File: src/rtl/i2cbb_pkg.sv
package i2cbb_pkg;

    localparam int REG_W  = 32;
    localparam int BYTE_W = 8;
    localparam int OE_W   = 2;

    // constant content of the line-sense register (bit 0 is replaced live)
    localparam logic [REG_W-1:0] SENSE_BASE = 32'h0000_0003;

    localparam logic [BYTE_W-1:0] BRK_RST  = 8'h0A;
    localparam logic [BYTE_W-1:0] GPO_RST  = 8'h00;
    localparam logic [OE_W-1:0]   OE_RST   = 2'b00;
    localparam logic [REG_W-1:0]  LINE_RST = 32'h0000_0003;
    localparam logic              SEL_RST  = 1'b1;

    typedef enum logic [2:0] {
        RS_NONE,
        RS_GPO,
        RS_BRK,
        RS_SENSE,
        RS_OE,
        RS_LINE,
        RS_SEL
    } regsel_e;

    typedef struct packed {
        logic [BYTE_W-1:0] gpo;
        logic [BYTE_W-1:0] brk;
        logic [OE_W-1:0]   oe;
        logic [REG_W-1:0]  line;
        logic              sel;
    } regs_t;

endpackage

File: src/rtl/i2cbb_decode.sv
module i2cbb_decode
    import i2cbb_pkg::*;
#(
    parameter int          ADDR_W    = 12,
    parameter logic [11:0] OFF_GPO   = 12'hA00,
    parameter logic [11:0] OFF_BRK   = 12'hA10,
    parameter logic [11:0] OFF_SENSE = 12'hB00,
    parameter logic [11:0] OFF_OE    = 12'hB08,
    parameter logic [11:0] OFF_LINE  = 12'hB10,
    parameter logic [11:0] OFF_SEL   = 12'hB18
) (
    input  logic [ADDR_W-1:0] addr,
    output regsel_e           sel
);

    always_comb begin
        sel = RS_NONE;
        if      (addr == ADDR_W'(OFF_GPO))   sel = RS_GPO;
        else if (addr == ADDR_W'(OFF_BRK))   sel = RS_BRK;
        else if (addr == ADDR_W'(OFF_SENSE)) sel = RS_SENSE;
        else if (addr == ADDR_W'(OFF_OE))    sel = RS_OE;
        else if (addr == ADDR_W'(OFF_LINE))  sel = RS_LINE;
        else if (addr == ADDR_W'(OFF_SEL))   sel = RS_SEL;
    end

endmodule

File: src/rtl/i2cbb_regs.sv
module i2cbb_regs
    import i2cbb_pkg::*;
(
    input  logic             clk,
    input  logic             rst_n,
    input  logic             wr_en,
    input  regsel_e          sel,
    input  logic [REG_W-1:0] wdata,
    output regs_t            regs
);

    regs_t regs_d, regs_q;

    always_comb begin
        regs_d = regs_q;
        if (wr_en) begin
            case (sel)
                RS_GPO:  regs_d.gpo  = wdata[BYTE_W-1:0];
                RS_BRK:  regs_d.brk  = wdata[BYTE_W-1:0];
                RS_OE:   regs_d.oe   = wdata[OE_W-1:0];
                RS_LINE: regs_d.line = wdata;
                RS_SEL:  regs_d.sel  = wdata[0];
                default: regs_d = regs_q; // sense register and holes
            endcase
        end
    end

    always_ff @(posedge clk) begin
        if (!rst_n) begin
            regs_q.gpo  <= GPO_RST;
            regs_q.brk  <= BRK_RST;
            regs_q.oe   <= OE_RST;
            regs_q.line <= LINE_RST;
            regs_q.sel  <= SEL_RST;
        end else begin
            regs_q <= regs_d;
        end
    end

    assign regs = regs_q;

endmodule

File: src/rtl/i2cbb_rdmux.sv
module i2cbb_rdmux
    import i2cbb_pkg::*;
(
    input  regsel_e          sel,
    input  regs_t            regs,
    input  logic             sda_in,
    output logic [REG_W-1:0] rd_word
);

    always_comb begin
        rd_word = '0;
        case (sel)
            RS_GPO:   rd_word = REG_W'(regs.gpo);
            RS_BRK:   rd_word = REG_W'(regs.brk);
            RS_SENSE: rd_word = {SENSE_BASE[REG_W-1:1], sda_in};
            RS_OE:    rd_word = REG_W'(regs.oe);
            RS_LINE:  rd_word = regs.line;
            RS_SEL:   rd_word = REG_W'(regs.sel);
            default:  rd_word = '0;
        endcase
    end

endmodule

File: src/rtl/i2cbb_port.sv
module i2cbb_port
    import i2cbb_pkg::*;
#(
    parameter int          ADDR_W    = 12,
    parameter logic [11:0] OFF_GPO   = 12'hA00,
    parameter logic [11:0] OFF_BRK   = 12'hA10,
    parameter logic [11:0] OFF_SENSE = 12'hB00,
    parameter logic [11:0] OFF_OE    = 12'hB08,
    parameter logic [11:0] OFF_LINE  = 12'hB10,
    parameter logic [11:0] OFF_SEL   = 12'hB18
) (
    input  logic              clk,
    input  logic              rst_n,
    input  logic [ADDR_W-1:0] addr,
    input  logic [REG_W-1:0]  wdata,
    input  logic              wr_en,
    input  logic              rd_en,
    output logic [REG_W-1:0]  rdata,
    output logic              scl_o,
    output logic              sda_o,
    input  logic              sda_in
);

    localparam int SCL_BIT = 1;
    localparam int SDA_BIT = 0;

    regsel_e          sel;
    regs_t            regs;
    logic [REG_W-1:0] rd_word;
    logic [REG_W-1:0] rdata_d, rdata_q;

    i2cbb_decode #(
        .ADDR_W   (ADDR_W),
        .OFF_GPO  (OFF_GPO),
        .OFF_BRK  (OFF_BRK),
        .OFF_SENSE(OFF_SENSE),
        .OFF_OE   (OFF_OE),
        .OFF_LINE (OFF_LINE),
        .OFF_SEL  (OFF_SEL)
    ) u_dec (
        .addr(addr),
        .sel (sel)
    );

    i2cbb_regs u_regs (
        .clk  (clk),
        .rst_n(rst_n),
        .wr_en(wr_en),
        .sel  (sel),
        .wdata(wdata),
        .regs (regs)
    );

    i2cbb_rdmux u_mux (
        .sel    (sel),
        .regs   (regs),
        .sda_in (sda_in),
        .rd_word(rd_word)
    );

    always_comb begin
        rdata_d = rd_en ? rd_word : '0;
    end

    always_ff @(posedge clk) begin
        if (!rst_n) rdata_q <= '0;
        else        rdata_q <= rdata_d;
    end

    assign rdata = rdata_q;
    assign scl_o = regs.line[SCL_BIT];
    assign sda_o = regs.line[SDA_BIT];

endmodule

File: config.mk
export PLATFORM = sky130hd
export DESIGN_NAME = i2cbb_port
export DESIGN_NICKNAME = d
export VERILOG_FILES = /design/src/rtl/i2cbb_pkg.sv /design/src/rtl/i2cbb_decode.sv /design/src/rtl/i2cbb_regs.sv /design/src/rtl/i2cbb_rdmux.sv /design/src/rtl/i2cbb_port.sv
export SDC_FILE = /design/constraint.sdc
export NUM_CORES = 1
export LEC_CHECK = 0
export BUFFER_PORTS_ARGS = -buffer_cell sky130_fd_sc_hd__buf_2
export CAP_MARGIN = 40
export CORE_MARGIN = 5
export CORE_UTILIZATION = 47
export DETAILED_ROUTE_END_ITERATION = 7
export PLACE_DENSITY = 0.71
export REMOVE_ABC_BUFFERS = 1
export SYNTH_ARGS = -nofsm -noshare
export SYNTH_HDL_FRONTEND = slang
export SYNTH_SLANG_ARGS = --single-unit
File: constraint.sdc
create_clock -name clk -period 1.4 [get_ports clk]
set_input_delay 0.28 -clock clk [delete_from_list [all_inputs] [get_ports clk]]
set_output_delay 0.28 -clock clk [all_outputs]
set_load 0.02 [all_outputs]
Yosys cells after proc, flatten, opt, wreduce, memory -nomap -nowiden
Cells that the tools add are included.

word-level totals
  output and inout port bits = 34
  word-level logic and storage cells = 31
  bits in registers = 83

cells by class
  reductions and logical operators = 6
  mux-type cells = 7
  equal/unequal tests = 12

operators with widths
  operator                                                         number
  32-bit case mux with 6 select lines                              1
  12-bit == test, second input constant                            6
  3-bit two-way mux                                                6
  2-bit AND reduction                                              6
  3-bit == test, second input constant                             3
  3-bit by 2-bit == test with 1-bit output, second input constant  2
  3-bit by 1-bit == test with 1-bit output, second input constant  1

Depth between registers and ports, before layout
Gate-level depths: netlist of run 1.

  depth in word-level cells = 9
  mapped depth = 6
  mapped depth without buffers = 3

Modules after synthesis
From an unflattened synthesis of run 1, not the netlist that was laid out.

second synthesis, totals
  cell total of the unflattened synthesis = 350
  area, all modules = 3465.8 µm²

by module, submodules not included
  module        times used  sequential area each (µm²)  area each (µm²)  cells an instance
  i2cbb_regs    1           1021.0                      2058.2           209
  i2cbb_port    1           640.6                       910.9            70
  i2cbb_rdmux   1           0.0                         425.4            59
  i2cbb_decode  1           0.0                         71.3             12

Least setup slack after synthesis of run 1
No wires, ideal clock.

  kind = input to register
  start point = input addr[10]
  end point = register u_regs.regs_q[3], in the netlist u_regs.regs[3]
  path buffers = 3
  data required time = 1.328 ns
  stages = 6
  arrival time = 1.287 ns
  setup time = 0.072 ns
  slack = 0.041 ns
  cells stage by stage = and4bb_1 -> buf_4 -> and4_4 -> buf_12 -> buf_12 -> mux2i_1

between the ends
  longest elaborated chain between the ends = 9

ends and longest elaborated chain
  item                                    RTL line            RTL
  from (decl)                             i2cbb_port.sv:14    input logic [ADDR_W-1:0] addr,
  12-bit == test                          i2cbb_decode.sv:23  else if (addr == ADDR_W'(OFF_SEL)) sel = RS_SEL;
  3-bit two-way mux                       i2cbb_decode.sv:23
  3-bit two-way mux                       i2cbb_decode.sv:22  else if (addr == ADDR_W'(OFF_LINE)) sel = RS_LINE;
  3-bit two-way mux                       i2cbb_decode.sv:21  else if (addr == ADDR_W'(OFF_OE)) sel = RS_OE;
  3-bit two-way mux                       i2cbb_decode.sv:20  else if (addr == ADDR_W'(OFF_SENSE)) sel = RS_SENSE;
  3-bit two-way mux                       i2cbb_decode.sv:19  else if (addr == ADDR_W'(OFF_BRK)) sel = RS_BRK;
  3-bit two-way mux *                     i2cbb_decode.sv:18  if (addr == ADDR_W'(OFF_GPO)) sel = RS_GPO;
  3-bit == test *                         i2cbb_regs.sv:17    case (sel)
  2-bit AND reduction (no source line) *  -
  to (signal assigned)                    i2cbb_regs.sv:36    regs_q <= regs_d;
  to (decl)                               i2cbb_regs.sv:12    regs_t regs_d, regs_q;

Mark *: on every way between the ends. The rest lies on a longest branch, timed or not.
A chain may end at the register's enable or synchronous reset.

Worst setup path in the final report of run 1
  start point = register u_regs.regs_q[2], in the netlist u_regs.regs[2]
  end point = output scl_o

RTL lines
  item       RTL line          RTL
  to (decl)  i2cbb_port.sv:19  output logic scl_o,

No word-level cell between the ends.

==> metrics, run 1 <==
Max Cap Viol 0; Synth area leader dfxtp_1; final setup fails 0; vias in the first global route 2574; starting density of the core 0.487; Final Slew Violations 0; fin crit period 1.21 ns; Sink Count 83; placed cell area 3940 sq um; syn avg cell area 9.75 sq um; Crit-path slowest cell dfxtp_1; critical-path cell list buf_2; final WL 7130 um; top_reg_cell synth dfxtp_1; number of fillers in the final layout 596; largest net degree at the start of global routing 47; Startpoint Class register; VDD IR-drop max 0.664 mV; ratio of cells with drive above 1 in the final layout 0.312; Hold Crit Class in -> reg; Worst Setup End Kind primary output; Std-Cell Rows 30; postcts setup bufs 0; Mapped Area 3340 sq um; setup TNS 0 ns; cts bufs inserted 9; DR pass1 iterations 4; die height 94.3 um; Post-CTS Hold Buffers 0; Crit path largest cell delay 0.40 ns; Leak 1.83 nW; WP buf/inv 1; IO buf count 82; worst setup path category reg -> out; reg-to-reg setup timing slack 0.22 ns; Critical R2R Launch u_regs.regs[35]; WP depth 1; core area 6870 sq um; Worst-Margin Slew 0.285 ns; worst reg-to-reg path cell count 3; detailed-route via count 2598; crit path to scl_o; top area cells in the synthesized netlist dfxtp_1 50%, mux2i_1 16%, nand2_1 9.1%; post-synthesis cell type count 34; Post-Layout Inst Area 4190 sq um; Antenna Diode Count 0; DRC Markers 0; H-tree depth 3; DP HPWL 5130 um; fmax 0.825 GHz; Total GRT Usage 0.167; Final ANT Viol Nets 0; period utilization 0.866; Post-synth EDFFs 0; sequential-to-total area share from yosys stat 0.497; die width 94.3 um; worst skew pair latency 0.34 ns; ports placed on the boundary 83; Area Growth Syn to Fin 25.3%; asr flop ratio synth 0; total gr overflow 0; YS warnings 0; die area 8900 sq um; WL/cell 13.2 um; initial DRC count 89; Critical R2R Capture rdata[0]; worst setup path startpoint u_regs.regs[2]; cells resized by post-CTS repair 0; worst-path fanout max 3; Arrival @ worst endpoint 0.93 ns; most frequent cells in the layout 83 x dfxtp_1, 82 x buf_2, 81 x nand2_1; Final Skew 0.00723 ns; Worst Path Required 1.12 ns; most common cell after layout, fill and taps aside dfxtp_1; clk buf depth 2; Clock Tree Root clkbuf_8; Post-Route Utilization 0.610; Final #Nets 486; max_slew headroom 0.807; Worst-path clk slew 0.08 ns; RD Place Congestion 0.866; status finished clean; Cells after Synth 343; final hold violations 0; family with the most delay on the worst path flip-flops; initial antenna violation count 0; flops & latches, synth 83; vias per cell 4.83; first-pass GRT wire length 11800 um; CTS tree yes; Synth top area share 0.497; RSZ-0062 raised after global routing false; PwrDens 1120 nW/um^2
power by group:
group | switching, mW | internal, mW
Sequential | 0.0000809 | 2.36
Clock | 0.842 | 1.24
Combinational | 0.138 | 0.118
sequential cells by signal (all words and copies together) (netlist names):
name and count:
u_regs.regs 51, rdata 32
worst min path at each step:
stage	startpoint	to	slack [ns]	depth (start not counted)
detailed placement	u_regs.regs[18]	rdata[17]	0.43	2
global route	wdata[11]	u_regs.regs[12]	0.16	3
floorplan	u_regs.regs[11]	rdata[10]	0.42	2
finish	wdata[12]	u_regs.regs[13]	0.18	3
CTS	wdata[29]	u_regs.regs[30]	0.16	3
global placement	u_regs.regs[30]	rdata[29]	0.43	2
stage by stage:
stage	instances	hold WS (ns)	setup WS, ns	power, mW
2_1_floorplan	319	0.416	-0.138	2.49
3_3_place_gp	522	0.425	-0.0339	2.67
3_5_place_dp	522	0.427	-0.110	2.67
4_1_cts	538	0.165	0.176	4.74
5_1_grt	538	0.163	0.146	4.89
6_report	538	0.180	0.187	4.69
worst register-to-register path: cells and delay by family, from the launching register on:
| family | cells | cell delay, ns |
|---|---|---|
| simple gates | 1 | 0.30 |
| compound gates | 2 | 0.44 |
| flops | 1 | 0.35 |
cell type report:
class,instances,area [sq um],share of cell area
Sequential cell,83,1660,0.397
Multi-Input combinational cell,212,1410,0.336
Timing Repair Buffer,107,661,0.158
Clock buffer,10,138,0.0329
Tap cell,96,120,0.0287
Clock inverter,6,111,0.0266
Inverter,24,90.1,0.0215
metal layers:
layer / vias to the layer above / global-route usage / share of wire
met5: - / 0 / 0
met3: 9 / 0.0446 / 0.073
met4: 0 / 0.0626 / 0.0086
met1: 1174 / 0.232 / 0.49
met2: 91 / 0.247 / 0.43
li1: 1324 / - / -
synth_stat cells, types with 2 or more instances:
master    number
dfxtp_1       83
nand2_1       81
mux2i_1       54
nor3_1        25
inv_1         24
clkbuf_1       9
nor2b_1        9
buf_2          8
nor2_1         7
a22oi_1        6
mux2_2         6
buf_12         4
nand4_1        3
and3b_1        2
buf_6          2
nand4_2        2
kinds of logic (layout without fill, tap and decap cells):
family / after synthesis / in the layout / share of synthesized area
AO/OA/AOI/OAI: 11 / 11 / 0.0273
buffers and inverters: 48 / 147 / 0.0820
flip-flops: 83 / 83 / 0.497
multiplexers: 60 / 60 / 0.182
AND/OR/NAND/NOR: 141 / 141 / 0.212
Power figures use the tool's default switching activity.
==> inputs of run 2 (changes only) <==
==> constraint.sdc (replaced) <==
create_clock -name clk -period 1.4 [get_ports clk]
set_input_delay 0.07 -clock clk [delete_from_list [all_inputs] [get_ports clk]]
set_output_delay 0.07 -clock clk [all_outputs]
set_load 0.02 [all_outputs]
==> metrics, run 2 (synthesis gave the netlist of run 1 again) <==
Arrival @ worst endpoint 1.46 ns; die width 94.3 um; reg-to-reg setup timing slack 0.19 ns; hold path startpoint wdata[0]; Critical R2R Capture rdata[0]; fmax 0.824 GHz; Total GRT Usage 0.176; Critical R2R Launch u_regs.regs[35]; clk buf depth 2; starting density of the core 0.487; number of fillers in the final layout 603; Area Growth Syn to Fin 28.1%; worst-path fanout max 2; RD Place Congestion 0.836; final hold violations 0; cts bufs inserted 9; period utilization 0.867; worst setup path startpoint u_regs.regs[35]; die height 94.3 um; RSZ-0062 raised after global routing false; placed cell area 3820 sq um; initial antenna violation count 0; Final #Nets 500; max reg flops 51; die area 8900 sq um; Worst Setup End Kind register; IO buf count 82; Final ANT Viol Nets 0; detailed-route via count 2621; Final Slew Violations 0; Std-Cell Rows 30; max_slew headroom 0.683; PwrDens 1050 nW/um^2; Crit-path slowest cell a2111oi_2; fin crit period 1.21 ns; VDD IR-drop max 0.530 mV; final hold slack 0.0210 ns; worst reg-to-reg path cell count 3; total gr overflow 0; first-pass GRT wire length 12200 um; Final Skew 0.00411 ns; Clock Tree Root clkbuf_8; critical-path cell list nor4bb_1 -> a21oi_1 -> a2111oi_2; Hold Crit Class in -> reg; status finished clean; Worst-path clk slew 0.08 ns; DP HPWL 4880 um; hold path depth 3; Worst-Margin Slew 0.474 ns; DRC Markers 0; vias per cell 4.76; Post-Layout Inst Area 4280 sq um; Startpoint Class register; most frequent cells in the layout 83 x dfxtp_1, 82 x buf_2, 81 x nand2_1; initial DRC count 86; DR pass1 iterations 4; vias in the first global route 2651; Worst Path Required 1.64 ns; Antenna Diode Count 0; final WL 7430 um; Sink Count 83; WL/cell 13.5 um; worst setup path category reg -> reg; final setup fails 0; CTS tree yes; core area 6870 sq um; Crit path largest cell delay 0.36 ns; worst skew pair latency 0.34 ns; setup TNS 0 ns; ports placed on the boundary 83; largest net degree at the start of global routing 59; most common cell after layout, fill and taps aside dfxtp_1; Leak 1.85 nW; Max Cap Viol 0; H-tree depth 3; Hold EP u_regs.regs[0]; ratio of cells with drive above 1 in the final layout 0.277
run 2: layout make-up:
class | instances | area, sq um | share of cell area
flip-flops and latches | 83 | 1660 | 0.388
well taps | 96 | 120 | 0.0280
clock buffers | 9 | 124 | 0.0289
clock inverters | 6 | 90.1 | 0.0210
repair buffers | 121 | 791 | 0.185
multi-input cells | 212 | 1410 | 0.329
inverters | 24 | 90.1 | 0.0210
run 2: per-stage QoR:
| step | power (mW) | setup WS [ns] | utilization | cells |
|---|---|---|---|---|
| after floorplan | 2.49 | 0.0718 | - | 319 |
| after global placement | 2.65 | 0.127 | 0.556 | 511 |
| after detailed placement | 2.65 | 0.0848 | 0.556 | 511 |
| after CTS | 4.52 | 0.195 | 0.624 | 551 |
| after global routing | 4.69 | 0.0997 | 0.624 | 551 |
| final | 4.48 | 0.187 | 0.624 | 551 |
run 2: metal layers:
layer	wire (um)	share of wire	up-vias	GRT usage
met3	371	0.050	4	0.0518
met2	3340	0.45	80	0.282
li1	-	-	1349	-
met4	34	0.0046	0	0.0457
met1	3680	0.50	1188	0.232
met5	0	0	-	0
run 2: what timing repair did:
action / in CTS / in global routing
gates resized for setup: 0 / 0
hold buffers: 25 / 0
hold endpoints to repair: 25 / 0
buffers inserted: 0 / 0
run 2: worst max path at each step:
| stage | end | slack, ns |
|---|---|---|
| 4_1_cts | rdata[0] | 0.20 |
| 2_1_floorplan | u_regs.regs[10] | 0.07 |
| 5_1_grt | rdata[0] | 0.1 |
| 3_5_place_dp | u_regs.regs[30] | 0.08 |
| 3_3_place_gp | u_regs.regs[21] | 0.13 |
| 6_report | rdata[0] | 0.19 |
run 2: worst max-delay path, delay by kind of cell (launching register included):
family	cells	cell delay (ns)
AND/OR/NAND/NOR	1	0.33
flip-flops	1	0.34
AO/OA/AOI/OAI	2	0.45
run 2: power breakdown:
| part | switching (mW) | internal (mW) | total (mW) |
|---|---|---|---|
| registers | 0.0000820 | 2.36 | 2.36 |
| logic | 0.141 | 0.148 | 0.288 |
| clock network | 0.835 | 1.00 | 1.84 |
| total | 0.976 | 3.51 | 4.48 |
